File: config.mk
export PLATFORM = sky130hd
export DESIGN_NAME = raster_timing_gen
export DESIGN_NICKNAME = d
export VERILOG_FILES = /design/src/rtl/rtg_pkg.sv /design/src/rtl/rtg_cfg_bank.sv /design/src/rtl/rtg_axis.sv /design/src/rtl/raster_timing_gen.sv
export SDC_FILE = /design/constraint.sdc
export NUM_CORES = 1
export LEC_CHECK = 0
export ABC_AREA = 1
export BUFFER_PORTS_ARGS = -buffer_cell sky130_fd_sc_hd__buf_2
export CAP_MARGIN = 0
export CORE_UTILIZATION = 35
export DETAILED_ROUTE_END_ITERATION = 16
export HOLD_SLACK_MARGIN = 0.08
export SYNTH_ARGS = -nofsm -noshare
export SYNTH_HDL_FRONTEND = slang
export SYNTH_SLANG_ARGS = --single-unit
File: constraint.sdc
create_clock -name clk -period 2.7 [get_ports clk]
set_input_delay 0.27 -clock clk [delete_from_list [all_inputs] [get_ports clk]]
set_output_delay 0.27 -clock clk [all_outputs]
set_load 0.01 [all_outputs]
File: src/rtl/rtg_pkg.sv
package rtg_pkg;
  // Field width fixed by the register format (two 13-bit fields per word)
  localparam int FW = 13;

  localparam logic [11:0] OFS_COMMIT = 12'h000;
  localparam logic [11:0] OFS_SYS    = 12'h008;
  localparam logic [11:0] OFS_CTRL   = 12'h010;
  localparam logic [11:0] OFS_HSYNC  = 12'h020;
  localparam logic [11:0] OFS_HACT   = 12'h024;
  localparam logic [11:0] OFS_VSYNC  = 12'h028;
  localparam logic [11:0] OFS_VACT   = 12'h02C;

  localparam int STANDBY_BIT = 22;
  localparam logic [3:0] MODE_DEEP = 4'd15;

  typedef struct packed {
    logic [FW-1:0] h_sync_end;
    logic [FW-1:0] h_total;
    logic [FW-1:0] h_act_st;
    logic [FW-1:0] h_act_end;
    logic [FW-1:0] v_sync_end;
    logic [FW-1:0] v_total;
    logic [FW-1:0] v_act_st;
    logic [FW-1:0] v_act_end;
    logic [3:0]    pol;   // [3] pclk, [2] de, [1] vsync, [0] hsync
    logic [3:0]    mode;
  } rtg_cfg_t;
endpackage

File: src/rtl/rtg_cfg_bank.sv
module rtg_cfg_bank
  import rtg_pkg::*;
#(
  parameter int       ADDR_W  = 8,
  parameter rtg_cfg_t RST_CFG = '0
) (
  input  logic              clk,
  input  logic              rst,
  input  logic              wr_en,
  input  logic [ADDR_W-1:0] addr,
  input  logic [31:0]       wdata,
  input  logic              rd_en,
  output logic [31:0]       rdata,
  input  logic              frame_wrap,
  output rtg_cfg_t          live_cfg,
  output logic              standby,
  output logic              pending
);
  rtg_cfg_t    shadow;
  logic        commit_wr;
  logic [31:0] rd_mux;
  logic        unused_wbits;

  assign commit_wr    = wr_en && (addr == ADDR_W'(OFS_COMMIT)) && wdata[0];
  assign unused_wbits = ^{wdata[31:29], wdata[15:13], wdata[21:8]};

  always_ff @(posedge clk) begin
    if (rst) begin
      shadow   <= RST_CFG;
      live_cfg <= RST_CFG;
      standby  <= 1'b0;
      pending  <= 1'b0;
      rdata    <= '0;
    end else begin
      if (wr_en) begin
        if (addr == ADDR_W'(OFS_SYS))   standby <= wdata[STANDBY_BIT];
        if (addr == ADDR_W'(OFS_CTRL)) begin
          shadow.mode <= wdata[3:0];
          shadow.pol  <= wdata[7:4];
        end
        if (addr == ADDR_W'(OFS_HSYNC)) begin
          shadow.h_sync_end <= wdata[FW-1:0];
          shadow.h_total    <= wdata[16+FW-1:16];
        end
        if (addr == ADDR_W'(OFS_HACT)) begin
          shadow.h_act_end <= wdata[FW-1:0];
          shadow.h_act_st  <= wdata[16+FW-1:16];
        end
        if (addr == ADDR_W'(OFS_VSYNC)) begin
          shadow.v_sync_end <= wdata[FW-1:0];
          shadow.v_total    <= wdata[16+FW-1:16];
        end
        if (addr == ADDR_W'(OFS_VACT)) begin
          shadow.v_act_end <= wdata[FW-1:0];
          shadow.v_act_st  <= wdata[16+FW-1:16];
        end
      end
      // Commit lands only on a frame wrap; a commit written on the wrap edge counts
      if (frame_wrap) begin
        if (pending || commit_wr) live_cfg <= shadow;
        pending <= 1'b0;
      end else if (commit_wr) begin
        pending <= 1'b1;
      end
      if (rd_en) rdata <= rd_mux;
    end
  end

  always_comb begin
    rd_mux = '0;
    if (addr == ADDR_W'(OFS_COMMIT)) rd_mux[0] = pending;
    if (addr == ADDR_W'(OFS_SYS))    rd_mux[STANDBY_BIT] = standby;
    if (addr == ADDR_W'(OFS_CTRL))   rd_mux[7:0] = {shadow.pol, shadow.mode};
    if (addr == ADDR_W'(OFS_HSYNC))  rd_mux = {3'b0, shadow.h_total, 3'b0, shadow.h_sync_end};
    if (addr == ADDR_W'(OFS_HACT))   rd_mux = {3'b0, shadow.h_act_st, 3'b0, shadow.h_act_end};
    if (addr == ADDR_W'(OFS_VSYNC))  rd_mux = {3'b0, shadow.v_total, 3'b0, shadow.v_sync_end};
    if (addr == ADDR_W'(OFS_VACT))   rd_mux = {3'b0, shadow.v_act_st, 3'b0, shadow.v_act_end};
  end
endmodule

File: src/rtl/rtg_axis.sv
module rtg_axis #(
  parameter int W = 13
) (
  input  logic         clk,
  input  logic         rst,
  input  logic         step,
  input  logic [W-1:0] total,
  input  logic [W-1:0] sync_end,
  input  logic [W-1:0] act_st,
  input  logic [W-1:0] act_end,
  output logic [W-1:0] cnt,
  output logic         last,
  output logic         in_sync,
  output logic         in_act,
  output logic [W-1:0] pos
);
  // Totals of 0 or 1 collapse to a single-position axis instead of running away
  assign last    = ({1'b0, cnt} + (W+1)'(1)) >= {1'b0, total};
  assign in_sync = cnt < sync_end;
  assign in_act  = (cnt >= act_st) && (cnt < act_end);
  assign pos     = in_act ? (cnt - act_st) : '0;

  always_ff @(posedge clk) begin
    if (rst)       cnt <= '0;
    else if (step) cnt <= last ? '0 : cnt + W'(1);
  end
endmodule

File: src/rtl/raster_timing_gen.sv
module raster_timing_gen
  import rtg_pkg::*;
#(
  parameter int ADDR_W = 8,
  parameter int H_SYNC = 2,
  parameter int H_BP   = 2,
  parameter int H_ACT  = 8,
  parameter int H_FP   = 2,
  parameter int V_SYNC = 1,
  parameter int V_BP   = 1,
  parameter int V_ACT  = 4,
  parameter int V_FP   = 1,
  parameter logic [3:0] DEF_POL = 4'b1111
) (
  input  logic              clk,
  input  logic              rst,
  input  logic              bus_wr,
  input  logic [ADDR_W-1:0] bus_addr,
  input  logic [31:0]       bus_wdata,
  input  logic              bus_rd,
  output logic [31:0]       bus_rdata,
  output logic              hsync_o,
  output logic              vsync_o,
  output logic              de_o,
  output logic              pclk_pol_o,
  output logic [3:0]        out_mode_o,
  output logic              deep_color_o,
  output logic [FW-1:0]     x_o,
  output logic [FW-1:0]     y_o,
  output logic              frame_o
);
  localparam int H_ST  = H_SYNC + H_BP;
  localparam int H_END = H_ST + H_ACT;
  localparam int H_TOT = H_END + H_FP;
  localparam int V_ST  = V_SYNC + V_BP;
  localparam int V_END = V_ST + V_ACT;
  localparam int V_TOT = V_END + V_FP;

  localparam rtg_cfg_t RST_CFG = '{
    h_sync_end: FW'(H_SYNC), h_total: FW'(H_TOT),
    h_act_st:   FW'(H_ST),   h_act_end: FW'(H_END),
    v_sync_end: FW'(V_SYNC), v_total: FW'(V_TOT),
    v_act_st:   FW'(V_ST),   v_act_end: FW'(V_END),
    pol: DEF_POL, mode: 4'd0
  };

  rtg_cfg_t      live_cfg;
  logic          standby_q, pending;
  logic [FW-1:0] hcnt, vcnt, hpos, vpos;
  logic          h_last, v_last, h_sync, v_sync, h_act, v_act;
  logic          frame_wrap, run;

  assign frame_wrap = h_last && v_last;
  assign run        = !standby_q;

  rtg_cfg_bank #(.ADDR_W(ADDR_W), .RST_CFG(RST_CFG)) cfg_i (
    .clk(clk), .rst(rst), .wr_en(bus_wr), .addr(bus_addr), .wdata(bus_wdata),
    .rd_en(bus_rd), .rdata(bus_rdata), .frame_wrap(frame_wrap),
    .live_cfg(live_cfg), .standby(standby_q), .pending(pending)
  );

  rtg_axis #(.W(FW)) h_axis_i (
    .clk(clk), .rst(rst), .step(1'b1),
    .total(live_cfg.h_total), .sync_end(live_cfg.h_sync_end),
    .act_st(live_cfg.h_act_st), .act_end(live_cfg.h_act_end),
    .cnt(hcnt), .last(h_last), .in_sync(h_sync), .in_act(h_act), .pos(hpos)
  );

  rtg_axis #(.W(FW)) v_axis_i (
    .clk(clk), .rst(rst), .step(h_last),
    .total(live_cfg.v_total), .sync_end(live_cfg.v_sync_end),
    .act_st(live_cfg.v_act_st), .act_end(live_cfg.v_act_end),
    .cnt(vcnt), .last(v_last), .in_sync(v_sync), .in_act(v_act), .pos(vpos)
  );

  // Registered output stage: polarity bit set means active-high
  always_ff @(posedge clk) begin
    if (rst) begin
      hsync_o      <= ~DEF_POL[0];
      vsync_o      <= ~DEF_POL[1];
      de_o         <= ~DEF_POL[2];
      pclk_pol_o   <= DEF_POL[3];
      out_mode_o   <= 4'd0;
      deep_color_o <= 1'b0;
      x_o          <= '0;
      y_o          <= '0;
      frame_o      <= 1'b0;
    end else begin
      hsync_o      <= live_cfg.pol[0] ? (h_sync && run) : !(h_sync && run);
      vsync_o      <= live_cfg.pol[1] ? (v_sync && run) : !(v_sync && run);
      de_o         <= live_cfg.pol[2] ? (h_act && v_act && run) : !(h_act && v_act && run);
      pclk_pol_o   <= live_cfg.pol[3];
      out_mode_o   <= live_cfg.mode;
      deep_color_o <= (live_cfg.mode == MODE_DEEP);
      x_o          <= run ? hpos : '0;
      y_o          <= run ? vpos : '0;
      frame_o      <= run && (hcnt == '0) && (vcnt == '0);
    end
  end
endmodule

* After elaboration in Yosys (flattened, before gate mapping)
Index checks and enable logic that the tools add are counted.
W data, S select, Z words.
** Storage, ports and cells
- Output and inout port bits :: 68
- Logic and storage cells :: 98
- Memories kept :: 0
- Input bits :: 44
- Register bits :: 320
- Bits in read-only memories :: 0
- Bits in latches :: 0
- RAM bits :: 0
** Cells by class
- Bitwise logic cells :: 2
- Eq/ne operators :: 7
- Multipliers :: 0
- Reductions and logical operators :: 30
- Mux-type cells :: 11
- Add/sub/neg operators :: 6
- $lt $le $gt $ge :: 8
- Shifts and indexed selects :: 0
- Divide/modulo/power cells :: 0
** Operators with widths (number)
- $mux W29 :: 4
- $lt A13 B13 Y1 :: 4
- $eq A8 B6 Y1 const B :: 4
- $add A13 B1 Y14 const B :: 2
- $ge A14 B13 Y1 :: 2
- $add A13 B1 Y13 const B :: 2
- $ge A13 B13 Y1 :: 2
- $logic_not A13 Y1 :: 2
- $sub A13 B13 Y13 :: 2
- $reduce_and A2 Y1 :: 7
- $mux W13 :: 1
- $logic_and A1 B1 Y1 :: 11
- $eq A8 B4 Y1 const B :: 1
- $eq A8 B5 Y1 const B :: 1
- $logic_not A8 Y1 :: 1
- $mux W8 :: 1
- $reduce_or A3 Y1 :: 2
- $mux W1 :: 5
- $eq A4 B4 Y1 const B :: 1
- $logic_not A1 Y1 :: 4
- $reduce_or A2 Y1 :: 2
- $not A1 Y1 :: 2
- $logic_or A1 B1 Y1 :: 1

* Longest topological paths before layout
- Word-level depth :: 7
- Mapped depth :: 21
- Mapped depth without buffers :: 19

* Hierarchy
From an unflattened synthesis, not the netlist that was laid out.
** Second synthesis, totals
- Cell total of the unflattened synthesis :: 2263
- Area total of the unflattened synthesis :: 16788.6 um^2
** Modules (own cells, without submodules)
- rtg_cfg_bank :: instances 1, area each 10421.2 um^2, seq. area each 5044.8 um^2, cells an instance 1270
- rtg_axis :: instances 2, area each 2586.2 um^2, seq. area each 260.2 um^2, cells an instance 424
- raster_timing_gen :: instances 1, area each 1194.9 um^2, seq. area each 720.7 um^2, cells an instance 145

* Worst setup path after synthesis
OpenSTA, ideal clock, no wires.
- Kind :: reg2reg
- Start :: register v_axis_i.cnt[1]
- End :: register, netlist name cfg_i.live_cfg[48]
- Library setup time :: 0.109 ns
- Required time :: 2.591 ns
- Stages on the path, launching flop included :: 17
- Path buffers :: 2
- Slack :: 0.025 ns
- Arrival time :: 2.565 ns
- Clock period less this slack :: 2.675 ns
- Cells stage by stage :: dfxtp_1 -> ha_1 -> nand3_1 -> nor3_1 -> nand4_1 -> nor2_1 -> xor2_1 -> ha_1 -> nand4_1 -> nor3_1 -> nand2_1 -> nand2_2 -> buf_2 -> buf_2 -> nand4_1 -> nand2_1 -> nor2_1
** Between the ends
- Word-level cells in the longest chain between the ends :: 4
** Ends and longest elaborated chain
- start, declared :: RTL line rtg_axis.sv:11 : output logic [W-1:0] cnt,
- start signal, assigned :: RTL line rtg_axis.sv:25 : else if (step) cnt <= last ? '0 : cnt + W'(1);
- $add A13 B1 Y14 :: RTL line rtg_axis.sv:18 : assign last = ({1'b0, cnt} + (W+1)'(1)) >= {1'b0, total};
- $ge A14 B13 Y1 :: RTL line rtg_axis.sv:18
- $logic_and A1 B1 Y1 :: RTL line raster_timing_gen.sv:53 : assign frame_wrap = h_last && v_last;
- $reduce_and A2 Y1 (no line)
No other way between the ends.
A chain may end at the register's enable or synchronous reset.

* Worst setup path after layout
- Start :: register h_axis_i.cnt[0]
- End :: register, netlist name cfg_i.live_cfg[26]
** Between the ends
- Word-level cells in the longest chain between the ends :: 4
** Ends and longest elaborated chain (RTL line)
- start, declared :: rtg_axis.sv:11
- start signal, assigned :: rtg_axis.sv:25
- $add A13 B1 Y14 :: rtg_axis.sv:18
- $ge A14 B13 Y1 :: rtg_axis.sv:18
- $logic_and A1 B1 Y1 :: raster_timing_gen.sv:53
- $reduce_and A2 Y1 (no line)
No other way between the ends.

==> flow_summary_export.csv <==
group,metric,value,unit
status,status,"complete, but fails checks",
status,violations,"setup timing",
setup_path,crit_type,"flop to flop",
synthesis,synth_top_family_by_area,"simple AND/OR/NAND/NOR gates",
synthesis,synth-xor-area-share,1.61,%
setup_path,cp.required,3.20,ns
detailed_routing,drtAntennaViolNets,0,
timing,fin_skew,0.0276,ns
hold_path,hold_class,"primary input to flop",
setup_path,crit_path_end_kind,"flop",
clocking,clk_pin_slew_worst_paths,0.06,ns
timing,hold_ws,0.0956,ns
grt,grt.overflow.total,0,
synthesis,synthFlopType,"dfxtp_1",
layout,seq_area,6300,um^2
power,p_leak,9.66,nW
timing,final.period_utilization,107,%
setup_path,path_cells,"buf_6 -> buf_4 -> ha_1 -> and3_1 -> nand3_2 -> xor2_2 -> inv_1 -> ha_1 -> nand2_1 -> nor2_4 -> nand2_2 -> nand2_4 -> buf_4 -> nand3_4 -> buf_8 -> buf_12 -> nand2_1 -> inv_1 -> nor2_1",
floorplanning,ioPinCount,112,
timing,drv_slew,0,
power,vdd_ir_drop_max,0.442,mV
power,p_per_area,515,nW/um^2
setup_path,startpoint_type,"flop",
floorplanning,die_h,218,um
setup_path,crit_buf_inv,7,
clocking,cts_sinks,314,
synthesis,synthArstFlopShare,0,%
clocking,htreeDepth,2,
clocking,cts_buffers,37,
setup_path,crit_slowest_cell,"dfxtp_2",
timing,fin_crit,2.89,ns
timing,finalHoldViolations,0,
floorplanning,die_w,218,um
synthesis,ys_types,43,
layout,syn2layout_area_growth,25.6,%
timing,finalSetupViolations,131,
layout,multi_input_area,8340,um^2
layout,post-route-util,44.9,%
place,hpwlAfterDp,36.1,mm
timing,rsz0062_at_grt,"yes",
layout,fillers,4651,
synthesis,synthMuxAreaShare,0,%
synthesis,postSynthCellCount,2343,
clocking,clock-root-buffer,"clkbuf_16",
grt,grt_pass1_wl,77.9,mm
power,power,10.6,mW
layout,fin_nets,2675,
floorplanning,rows,78,
synthesis,ys_seq_area_share,38.5,%
setup_path,slowest_delay,0.34,ns
floorplanning,core-area,45700,um^2
detailed_routing,post-route-drc-count,0,
grt,track_usage,20.8,%
setup_path,critPathMaxFanout,11,
detailed_routing,routed-via-count,15529,
synthesis,synth-compound-area-share,12.7,%
clocking,clock_latency,0.57,ns
synthesis,synth.yosys.warnings,0,
clocking,cts_max_path_buffers,3,
layout,drive_gt1_share,18.2,%
job,drv_cap,0,
timing,fin_ws,-0.189,ns
clocking,cts_tree,"done",
place,place_congestion,0.923,
layout,stdcell_count,3150,
grt,grt_max_degree,74,
synthesis,ys_ff_latch,314,
floorplanning,die_area,47500,um^2
timing,worst_pin_slew,1.18,ns
synthesis,synth-edff-count,0,
detailed_routing,vias_per_cell,4.93,
place,placed_cells,3036,
grt,antenna_found_initial,0,
place,port_buffers,99,
layout,diodes,0,
setup_path,crit_family,"simple AND/OR/NAND/NOR gates",
synthesis,synth_area,16300,um^2
synthesis,syn_avg_cell_area,6.97,um^2
setup_path,arrival,3.38,ns
synthesis,synthAdderAreaFrac,8.29,%
detailed_routing,first_pass_iters,5,
detailed_routing,initialDrtViolationCount,931,
synthesis,synth-simple-area-share,25.3,%
floorplanning,initial_core_util,35.7,%
timing,timing.fmax,346,MHz
detailed_routing,drt_wl_total,50.4,mm
timing,relSlewSlack,21.4,%
detailed_routing,wire_per_inst,16.0,um
grt,first_global_vias,14811,
-- repair_timing --
item	CTS	global route
buffers inserted	8	9
endpoints found under the hold margin	58	0
setup endpoints to repair	139	139
pin swaps	3	41
hold buffers	22	0
gates cloned	4	7
gates resized for setup	37	150
-- cell usage after synthesis, types with 10 or more instances --
library cell / number / area (um^2)
nand4_1: 137 / 857
inv_2: 33 / 124
buf_4: 13 / 97.6
o21ai_0: 170 / 851
nor2_1: 216 / 811
xor2_1: 26 / 228
nor3_1: 19 / 95.1
inv_1: 393 / 1480
buf_6: 10 / 113
ha_1: 105 / 1310
nand2_1: 465 / 1750
a31oi_1: 14 / 87.6
clkbuf_1: 71 / 267
a21oi_1: 178 / 891
o211ai_1: 10 / 75.1
nand3_1: 78 / 390
buf_2: 26 / 130
dfxtp_1: 314 / 6290
-- worst register-to-register path, cell delays in order (launching register included) --
cell	delay [ns]
dfxtp_2	0.34
buf_6	0.12
buf_4	0.13
ha_1	0.20
and3_1	0.20
nand3_2	0.08
xor2_2	0.22
inv_1	0.07
ha_1	0.27
nand2_1	0.09
nor2_4	0.12
nand2_2	0.06
nand2_4	0.11
buf_4	0.14
nand3_4	0.14
buf_8	0.19
buf_12	0.15
nand2_1	0.06
inv_1	0.04
nor2_1	0.11
-- through the flow --
step | cell area [um^2] | TNS, ns | setup WS, ns
after detailed placement | 18000 | -25.52 | -0.251
after CTS | 19800 | -5.10 | -0.0813
after floorplan | 16300 | 0 | 0.0253
after global routing | 20500 | -39.17 | -0.339
final | 20500 | -16.69 | -0.189
after global placement | 18000 | -18.90 | -0.198
-- registers in the layout (all words and copies together) (netlist names), 4 cells and up --
| signal | count |
|---|---|
| h_axis_i.cnt | 13 |
| out_mode_o | 4 |
| v_axis_i.cnt | 13 |
| y_o | 13 |
| cfg_i.live_cfg | 112 |
| cfg_i.rdata | 26 |
| cfg_i.shadow | 112 |
| x_o | 13 |
-- cell usage in the layout, fill, tap and decap left out, types with 6 or more instances in the layout --
cell type	instances
a21o_1	7
nor3_1	15
a21oi_1	177
xor2_1	24
buf_12	16
nand2_4	17
o21ai_0	162
nor2_4	16
nand4_1	137
clkbuf_8	7
nand2_2	22
nand3_1	70
dlygate4sd3_1	22
clkbuf_1	6
buf_2	99
o21bai_1	6
o211ai_1	10
a31oi_1	14
buf_4	101
clkbuf_16	43
ha_1	101
dfxtp_1	304
nor4_1	8
buf_6	8
conb_1	6
dfxtp_2	8
nor2_1	190
inv_2	52
nor2_2	16
nand2_1	428
nand3_2	8
inv_1	372
-- layout make-up --
| type | count | area share (%) |
|---|---|---|
| clock buffers | 50 | 5.09 |
| clock inverters | 15 | 1.13 |
| multi-input cells | 1484 | 40.7 |
| inverters | 427 | 7.86 |
| repair buffers | 260 | 10.8 |
| flip-flops and latches | 314 | 30.7 |
| well taps | 600 | 3.66 |
-- per-layer routing --
metal,global-route usage [%],routed length [um],vias to the layer above
met3,2.64,2740,91
met5,0,0,-
met2,33.2,22300,415
li1,-,-,7847
met4,7.39,1610,0
met1,28.8,23800,7176
-- final timing paths --
| kind | startpoint | end | slack [ns] | depth (start not counted) |
|---|---|---|---|---|
| worst min-delay path | bus_wdata[10] | cfg_i.shadow[109] | 0.1 | 3 |
| worst min register to register | cfg_i.live_cfg[1] | deep_color_o | 0.45 | 2 |
| worst max register to register | h_axis_i.cnt[0] | cfg_i.live_cfg[26] | -0.19 | 19 |
| worst max-delay path | h_axis_i.cnt[0] | cfg_i.live_cfg[26] | -0.19 | 19 |
-- where the power goes --
group	total, mW	switching (mW)	internal, mW
Combinational	0.520	0.332	0.188
Sequential	4.69	0.0199	4.67
Clock	5.35	2.14	3.21
-- cell families after synthesis --
family | Yosys count
compound gates | 394
xor+xnor | 30
fa+ha+maj | 107
buf+inv | 550
flops | 314
other cells | 1
simple gates | 947
Power figures use the tool's default switching activity.
